**src/rtl/kmx_pkg.sv**
```systemverilog
package kmx_pkg;
  localparam int AW = 16;
  localparam int DW = 8;

  typedef logic [AW-1:0] addr_t;
  typedef logic [DW-1:0] byte_t;

  // decoded per-cycle actions
  typedef struct packed {
    logic wr_hit;
    logic rd_hit;
    logic smp;
  } act_t;
endpackage

```
**src/rtl/kmx_decode.sv**
```systemverilog
module kmx_decode
  import kmx_pkg::*;
#(
  parameter addr_t PORT_ADDR = 16'hE0C4
) (
  input  logic  bus_valid,
  input  logic  bus_rw,
  input  addr_t bus_addr,
  input  logic  degraded,
  output act_t  act
);
  logic hit;

  always_comb begin
    hit        = bus_valid && (bus_addr == PORT_ADDR);
    act.wr_hit = hit && !bus_rw;
    act.rd_hit = hit && bus_rw;
    // the inhibit lets only port writes through unless degraded
    act.smp    = degraded ? bus_valid : act.wr_hit;
  end
endmodule

```
**src/rtl/kmx_sampler.sv**
```systemverilog
module kmx_sampler
  import kmx_pkg::*;
#(
  parameter int ROWS = 8
) (
  input  logic             clk,
  input  logic             rst,
  input  logic             smp,
  input  byte_t            sel_in,
  input  logic [ROWS*DW-1:0] row_n,
  output byte_t            store_q,
  output byte_t            sel_q
);
  byte_t masked [ROWS];
  byte_t merged;

  for (genvar r = 0; r < ROWS; r++) begin : g_row
    // a high selector bit masks the row out (reads as released)
    assign masked[r] = sel_in[r] ? '1 : row_n[r*DW +: DW];
  end

  always_comb begin
    merged = '1;
    for (int r = 0; r < ROWS; r++) merged &= masked[r];
  end

  always_ff @(posedge clk) begin
    if (rst) begin
      store_q <= '1;
      sel_q   <= '1;
    end else if (smp) begin
      store_q <= merged;
      sel_q   <= sel_in;
    end
  end
endmodule

```
**src/rtl/kmx_readback.sv**
```systemverilog
module kmx_readback
  import kmx_pkg::*;
(
  input  logic  clk,
  input  logic  rst,
  input  logic  rd_hit,
  input  byte_t store_q,
  output byte_t rd_data,
  output logic  rd_valid
);
  always_ff @(posedge clk) begin
    if (rst) begin
      rd_data  <= '1;
      rd_valid <= 1'b0;
    end else begin
      rd_valid <= rd_hit;
      if (rd_hit) rd_data <= store_q;  // value from before this cycle
    end
  end
endmodule

```
**src/rtl/kmx_latch_top.sv**
```systemverilog
module kmx_latch_top
  import kmx_pkg::*;
#(
  parameter int    ROWS      = 8,
  parameter addr_t PORT_ADDR = 16'hE0C4
) (
  input  logic               clk,
  input  logic               rst,
  input  logic               bus_valid,
  input  logic               bus_rw,
  input  logic [15:0]        bus_addr,
  input  logic [7:0]         bus_data,
  input  logic               degraded,
  input  logic [ROWS*8-1:0]  row_n,
  output logic [7:0]         sel_lines,
  output logic [7:0]         rd_data,
  output logic               rd_valid
);
  act_t  act;
  byte_t store_q;

  kmx_decode #(.PORT_ADDR(PORT_ADDR)) dec_i (
    .bus_valid (bus_valid),
    .bus_rw    (bus_rw),
    .bus_addr  (bus_addr),
    .degraded  (degraded),
    .act       (act)
  );

  kmx_sampler #(.ROWS(ROWS)) smp_i (
    .clk     (clk),
    .rst     (rst),
    .smp     (act.smp),
    .sel_in  (bus_data),
    .row_n   (row_n),
    .store_q (store_q),
    .sel_q   (sel_lines)
  );

  kmx_readback rb_i (
    .clk      (clk),
    .rst      (rst),
    .rd_hit   (act.rd_hit),
    .store_q  (store_q),
    .rd_data  (rd_data),
    .rd_valid (rd_valid)
  );
endmodule

```
**config.mk**
```make
export PLATFORM = sky130hd
export DESIGN_NAME = kmx_latch_top
export DESIGN_NICKNAME = d
export VERILOG_FILES = /design/src/rtl/kmx_pkg.sv /design/src/rtl/kmx_decode.sv /design/src/rtl/kmx_sampler.sv /design/src/rtl/kmx_readback.sv /design/src/rtl/kmx_latch_top.sv
export SDC_FILE = /design/constraint.sdc
export NUM_CORES = 1
export LEC_CHECK = 0
export BUFFER_PORTS_ARGS = -buffer_cell sky130_fd_sc_hd__buf_4
export CORE_MARGIN = 2
export CORE_UTILIZATION = 39
export CTS_CLUSTER_SIZE = 8
export DETAILED_ROUTE_END_ITERATION = 12
export GPL_TIMING_DRIVEN = 0
export MAX_ROUTING_LAYER = met4
export PLACE_DENSITY = 0.82
export RECOVER_POWER = 25
export SETUP_SLACK_MARGIN = 0.3
export SYNTH_ARGS = -nofsm -noshare
export SYNTH_HDL_FRONTEND = slang
export SYNTH_SLANG_ARGS = --single-unit
```
**constraint.sdc**
```tcl
create_clock -name clk -period 2.4 [get_ports clk]
set_clock_uncertainty 0.2 [all_clocks]
set_input_delay 0.36 -clock clk [delete_from_list [all_inputs] [get_ports clk]]
set_output_delay 0.36 -clock clk [all_outputs]
set_load 0.005 [all_outputs]
```
---- After elaboration in Yosys (flattened, before gate mapping) ----
Index checks and enable logic that the tools add are counted.
cells by class
  equal/unequal tests ..................... 1
  muxes and demuxes ....................... 9
  bitwise operators ....................... 7
  reductions and logical operators ........ 4
operators with widths
  operator                                      count
  8-bit 2-to-1 mux                              8
  8-bit bitwise AND                             7
  16-bit equality test (second input constant)  1
  1-bit logical AND                             3
  1-bit zero test                               1
  1-bit 2-to-1 mux                              1
word-level totals
  flip-flop bits (word level) ............. 25
  input port bits ......................... 93
  output and inout bits ................... 17
  logic and storage cells ................. 25

---- Logic depth before layout (Yosys ltp) ----
Gate-level depths: netlist of run 1.
  word-level depth ........................ 8
  depth in mapped cells ................... 7
  depth with buffers taken out ............ 4

---- By module ----
A second synthesis of run 1 with hierarchy kept.
unflattened totals
  cells, all modules ...................... 148
  area total of the unflattened synthesis .. 1296.2 um^2
modules (own cells, without submodules)
  module        times used  cells an instance  area each (um^2)  seq. area each (um^2)
  kmx_sampler   1           109                885.8             320.3
  kmx_readback  1           28                 331.6             180.2
  kmx_decode    1           11                 78.8              0.0

---- Least setup slack after synthesis of run 1 ----
No wires, ideal clock.
  path kind ............................... input-to-reg
  start ................................... input port bus_addr[1]
  end ..................................... register smp_i.sel_q[0]
  setup time .............................. 0.120 ns
  data arrival time ....................... 1.721 ns
  data required time ...................... 2.080 ns
  slack ................................... 0.359 ns
  cell stages on the path ................. 6
  path buffers ............................ 2
  cell sequence ........................... nor4b_1 > nand4_2 > o31a_1 > buf_6 > buf_12 > mux2i_1
on the way
  word-level cells in the longest chain between the ends .. 4
RTL lines
  what                  line                 source
  start, declared       kmx_latch_top.sv:11  input logic [15:0] bus_addr,
  16-bit equality test  kmx_decode.sv:15     hit = bus_valid && (bus_addr == PORT_ADDR);
  1-bit logical AND     kmx_decode.sv:15
  1-bit logical AND     kmx_decode.sv:16     act.wr_hit = hit && !bus_rw;
  1-bit 2-to-1 mux      kmx_decode.sv:19     act.smp = degraded ? bus_valid : act.wr_hit;
  end signal, assigned  kmx_sampler.sv:33    sel_q <= sel_in;
  end, declared         kmx_sampler.sv:12    output byte_t sel_q
Every way passes these cells.
A chain may end at the register's enable or synchronous reset.

---- Worst setup path after layout of run 1 ----
  start ................................... input port bus_addr[1]
  end ..................................... register smp_i.sel_q[5]
Same word-level chain as after synthesis.

==> results of run 1 <==
sequential cells by signal, summed over array words and instances (netlist names):
register	flops
rb_i.rd_data	8
smp_i.sel_q	8
smp_i.store_q	8
rb_i.rd_valid	1
critical path: cells and delay by family:
kind	cells	cell delay, ns
buffers and inverters	3	0.41
muxes	1	0.12
and+or+nand+nor	2	0.72
AOI/OAI and AO/OA	1	0.37
report_power, final:
group          switching [mW]  internal, mW
clock                   0.134        0.0640
sequential            0.00938         0.433
combinational          0.0942         0.143
total                   0.237         0.641
final timing paths:
kind                                      start                      endpoint  slack [ns]  cells past startpoint
setup / recovery                    bus_addr[1]   smp_i.sel_q[5]$_SDFFE_PP1P_        0.45                      7
hold / removal                      bus_addr[9]  rb_i.rd_data[4]$_SDFFE_PP1P_        0.17                      4
setup reg to reg    smp_i.sel_q[3]$_SDFFE_PP1P_   smp_i.sel_q[3]$_SDFFE_PP1P_        1.56                      2
hold reg to reg   smp_i.store_q[4]$_SDFFE_PP1P_  rb_i.rd_data[4]$_SDFFE_PP1P_        0.29                      2
cell usage in the layout, fill, tap and decap left out, drive strengths merged, types with 2 or more instances in the layout:
cell type  instances
dfxtp             25
nor4              10
nor2              34
clkbuf            24
mux2i             16
o22ai             32
o31ai              8
nand3             16
nand4              2
buf               95
cell type report:
cell class | instances | share of cell area
multi-input combinational | 125 | 0.3489
timing repair buffer | 100 | 0.3392
sequential | 25 | 0.2273
buffer | 16 | 0.04148
tap | 46 | 0.02614
clock buffer | 3 | 0.01023
clock inverter | 1 | 0.003409
inverter | 2 | 0.003409
cell families after synthesis:
| logic type | after synthesis | share of synthesized area |
|---|---|---|
| AND/OR/NAND/NOR | 68 | 0.2445 |
| AO/OA/AOI/OAI | 41 | 0.1976 |
| flip-flops | 25 | 0.3676 |
| buffers and inverters | 18 | 0.07261 |
| multiplexers | 16 | 0.1176 |
metrics by stage:
step                      worst slack (ns)    util  power [mW]  cell area, µm²  hold slack [ns]
final                               0.4481  0.6599      0.8780            2202           0.1704
after floorplan                     0.3587       -      0.5499            1361           0.2624
after global routing                0.3254  0.6599      0.9292            2202           0.1853
after detailed placement           0.07432  0.6502      0.6895            2170           0.2792
after global placement             0.08628  0.6502      0.6858            2170           0.2680
after CTS                           0.4358  0.6592      0.8834            2200           0.2002
per-layer routing:
layer  up-vias  wire length (µm)
met5         -                 0
li1        841                 -
met2        85              2204
met1       796              1679
met3         9               386
met4         0                87
timing repair:
| item | CTS | global route |
|---|---|---|
| setup buffers | 0 | 0 |
| setup endpoints to repair | 0 | 7 |
| gates resized for setup | 0 | 1 |
==> results.md, run 1 <==
- Vias in the first global route: 1652
- Initial antenna violation count: 0
- Area contributors post-synth: dfxtp_1, o22ai_1, mux2i_1, nor2_1, nand3_1
- Slew headroom: 0.5625
- Endpoint class of the critical path: flip-flop
- Clock Root Buffer: clkbuf_4
- Final hold violations: 0
- Starting Density: 0.4079
- Via count: 1731
- Mapped Avg Cell Area: 8.103 µm²
- Final Setup Violations: 0
- Slowest-stage cell, CP: nor4b_1
- Post-CTS Hold Buffers: 0
- Clk slew on worst S/H paths: 0.14 ns
- Via/cell ratio: 5.443
- Fmax: 512.3 MHz
- Routability cong.: 0.8096
- Synth Net Count: 261
- First-pass GRT wire length: 7203 µm
- Busiest grt layer: met2
- Sequential cell area: 500.5 µm²
- Drt pass-1 iters: 4
- Syn Inst Count: 168
- Synth async-reset ratio: 0
- WP data arrival: 1.98 ns
- MaxCap Viol Count: 0
- Status: finished clean
- Worst min path class: in -> reg
- Std-Cell Rows: 21
- Critical Path Start Type: primary input
- Area of the multi-input gates: 768.2 µm²
- Final worst path period share: 0.8133
- Wire per inst: 13.70 µm
- Met3 Use GR: 0.05000
- Largest net degree at the start of global routing: 16
- Worst slew pin tran: 0.6508 ns
- Area share of the largest cell type after synthesis: 0.3676
- Synth Warn #: 0
- Core area: 0.003337 mm²
- Library cells used by synthesis: 22
- Share of layout cells above drive strength 1: 0.3971
- PortBufs: 100
- Critical path peak fanout: 10
- Clk Latency, worst-skew pair: 0.33 ns
- Seq cells post-synth: 25
- Mapped cell area: 0.001361 mm²
- Slowest stage delay, CP: 0.41 ns
- Top_reg_cell synth: dfxtp_1
- VDD IR max: 251.2 µV
- P per Cell Area: 398.7 mW/mm²
- Inserted Clock Buffers: 3
- Post-route ant nets: 0
- FILL cells: 307
- CTS H-Tree Depth: 1
- CTS tree: built
- Grt total ovfl: 0
- Layout Cells excl Fill: 318
- Leak: 1.002 nW
- HPWL Detailed: 3469 µm
- Count leader, synth: nor2_1
- Die area: 0.003979 mm²
- Crit path kind: in -> reg
- Worst Path Required: 2.43 ns
- EDFF count, synth: 0
- Longest Clk Path Bufs: 2
- Ports: 110
- Gr usage total: 0.2311
- DRC Markers: 0
- DRT iter0 DRCs: 93
- M1 GR Usage: 0.2569
- Critical path, cell by cell: buf_4 > nor4b_1 > nand4_2 > o31a_1 > buf_6 > buf_12 > mux2i_1
- Die width: 63.08 µm
- Sequential area share after synthesis: 0.3676
- Final wirelength: 4357 µm
- Diodes inserted: 0
- Clk sinks: 25
- Largest area contributor in the netlist: dfxtp_1
- Placed Instances: 314
- RSZ-0062 raised after global routing: false
- Top cells by instance count after synthesis: nor2_1, o22ai_1, dfxtp_1, mux2i_1, nand3_1
- Area delta synth->final: 61.76%
- Die Ht: 63.08 µm
- Met2 usage in global routing: 0.4122
- Minimum clock period: 1.952 ns
- Nets@finish: 366
- Slew Limit Fails: 0
- Fin Setup TNS: 0 ns
Note: power is estimated with default switching activity, not from simulation.
==> run 2: changes to the inputs <==
- CORE_UTILIZATION: 39 -> 35
- PLACE_DENSITY: 0.82 -> 0.78
- clock period: 2.4 -> 1.6 ns (I/O delays scaled with it)
==> run 2 against run 1 <==
The flow now finishes with violations (setup timing). Register-to-register slack got worse by 0.84 ns. First-iteration DRC count increased by 35%. Cell count rose by 5.3%. Sequential share of layout area shrank 2.8 points. Non-clock buffer count increased by 15. Clock-buffer cell count unchanged. Largest cell class unchanged. Highest routed layer unchanged.
==> results.md, run 2 (synthesized netlist as in run 1, its figures left out) <==
- Status: complete, but fails checks
- Failing checks: setup timing
- Crit path kind: in -> reg
- Met3 Use GR: 0.04940
- Fin Setup TNS: -4.114 ns
- Worst Hold Launch: rst
- Post-route ant nets: 0
- Std-Cell Rows: 22
- Grt total ovfl: 0
- Die Ht: 66.37 µm
- FILL cells: 330
- Leak: 1.114 nW
- Minimum clock period: 1.811 ns
- DRT iter0 DRCs: 126
- Most common cell after layout, fill and taps aside: buf_4
- RSZ-0062 raised after global routing: true
- Inserted Clock Buffers: 3
- Starting Density: 0.3691
- Slack of the critical path: -0.2114 ns
- CTS tree: built
- Final wirelength: 5220 µm
- Final hold violations: 0
- Critical R2R Launch: smp_i.store_q[5]$_SDFFE_PP1P_
- M1 GR Usage: 0.2927
- Slew Limit Fails: 0
- Final Setup Violations: 24
- Via/cell ratio: 5.346
- Post-CTS Hold Buffers: 0
- Clock Root Buffer: clkbuf_8
- VDD IR max: 409.7 µV
- Most common cell on crit path: buf_6
- Ports: 110
- Vias in the first global route: 1856
- Worst slew pin tran: 0.5480 ns
- HPWL Detailed: 3546 µm
- P per Cell Area: 575.1 mW/mm²
- Endpoint class of the critical path: flip-flop
- MaxCap Viol Count: 0
- Critical path peak fanout: 8
- Routability cong.: 0.7509
- Slowest-stage cell, CP: nor4_4
- Critical path, cell by cell: buf_6 > nand4_1 > buf_4 > buf_6 > buf_6 > buf_6 > buf_6 > buf_6 > buf_6 > nor4_4 > buf_6 > nand3_2 > nand3_1
- Wire per inst: 15.58 µm
- Pre-CTS setup slack: -0.5180 ns
- Clk Latency, worst-skew pair: 0.27 ns
- WP data arrival: 1.82 ns
- Via count: 1791
- Worst Hold Endpoint: rb_i.rd_valid$_SDFF_PP0_
- Longest Clk Path Bufs: 2
- Core area: 0.003689 mm²
- Clk sinks: 25
- Largest registers: rb_i.rd_data (8), smp_i.sel_q (8), smp_i.store_q (8)
- Critical Path Start Type: primary input
- First-pass GRT wire length: 8418 µm
- Initial antenna violation count: 0
- Die area: 0.004404 mm²
- Slowest stage delay, CP: 0.24 ns
- Nets@finish: 381
- Diodes inserted: 0
- WHS Path Cells: 2
- Reg-to-reg endpoint: smp_i.store_q[5]$_SDFFE_PP1P_
- Most frequent cells in the layout: buf_4, nor2_1, o22ai_1
- Die width: 66.37 µm
- DRC Markers: 0
- Drt pass-1 iters: 4
- Slew headroom: 0.6347
- Share of layout cells above drive strength 1: 0.4983
- Worst Path Required: 1.61 ns
- Clk slew on worst S/H paths: 0.09 ns
- Gr usage total: 0.2538
- Reg-to-reg slack, setup: 0.72 ns
- Fmax: 552.0 MHz
- Reg2reg path depth: 2
- Largest net degree at the start of global routing: 15
- Area delta synth->final: 84.83%
- Worst min path class: in -> reg
- Final worst path period share: 1.132
- CTS H-Tree Depth: 1
- PortBufs: 100
- Met2 usage in global routing: 0.4488
- Busiest grt layer: met2
## run 2: changes by cell type in the layout (fill, tap and decap cells not counted), sizes merged
cell	change
clkinvlp	-1
clkbuf	-6
buf	+21
clkinv	+1
## run 2: layout make-up
cell class,instances,area (µm²),share of cell area
Inverter,2,7.507,0.002984
Clock inverter,1,5.005,0.001989
Clock buffer,3,41.29,0.01641
Timing Repair Buffer,115,939.7,0.3734
Tap cell,48,60.06,0.02387
Buffer,16,91.34,0.03630
Sequential cell,25,500.5,0.1989
Multi-Input combinational cell,125,870.8,0.3461
## run 2: metrics by stage
step / util / instance area [µm²] / hold slack, ns / total power [mW] / cells
final: 0.6822 / 2516 / 0.1733 / 1.447 / 335
after global routing: 0.6822 / 2516 / 0.1949 / 1.512 / 335
after CTS: 0.6710 / 2475 / 0.1647 / 1.438 / 335
after detailed placement: 0.5906 / 2178 / 0.2764 / 1.037 / 316
after global placement: 0.5906 / 2178 / 0.2692 / 1.031 / 316
after floorplan: - / 1368 / 0.2624 / 0.8253 / 168
## run 2: worst max-delay path: cells and delay by family
kind	cells	cell delay, ns
buf+inv	9	1.03
simple gates	4	0.54
## run 2: where the power goes
group	total (mW)	leakage (nW)	internal (mW)	switching, mW
combinational	0.402	0.883	0.244	0.159
sequential	0.668	0.205	0.649	0.0192
clock	0.376	0.0255	0.174	0.202
## run 2: routing by layer
layer | vias to the layer above | routed length (µm) | share of wire
li1 | 876 | - | -
met1 | 822 | 2054 | 0.39
met2 | 86 | 2705 | 0.52
met3 | 7 | 389 | 0.075
met4 | 0 | 71 | 0.014
met5 | - | 0 | 0
## run 2: worst max path at each step
stage | start | to | slack, ns | cells past startpoint
detailed placement | bus_addr[1] | smp_i.sel_q[1]$_SDFFE_PP1P_ | -0.52 | 7
global route | bus_addr[13] | rb_i.rd_data[0]$_SDFFE_PP1P_ | -0.29 | 13
global placement | bus_addr[1] | smp_i.sel_q[6]$_SDFFE_PP1P_ | -0.48 | 7
CTS | bus_addr[13] | smp_i.sel_q[1]$_SDFFE_PP1P_ | -0.18 | 8
finish | bus_addr[13] | rb_i.rd_data[3]$_SDFFE_PP1P_ | -0.21 | 13
floorplan | bus_valid | smp_i.sel_q[0]$_SDFFE_PP1P_ | -0.30 | 7
## run 2: timing repair
| action | 4_1_cts | 5_1_grt |
|---|---|---|
| gates cloned | 1 | 0 |
| endpoints found under the setup margin | 25 | 25 |
| pin swaps | 20 | 4 |
| buffers inserted | 14 | 0 |
| resized for setup | 26 | 10 |
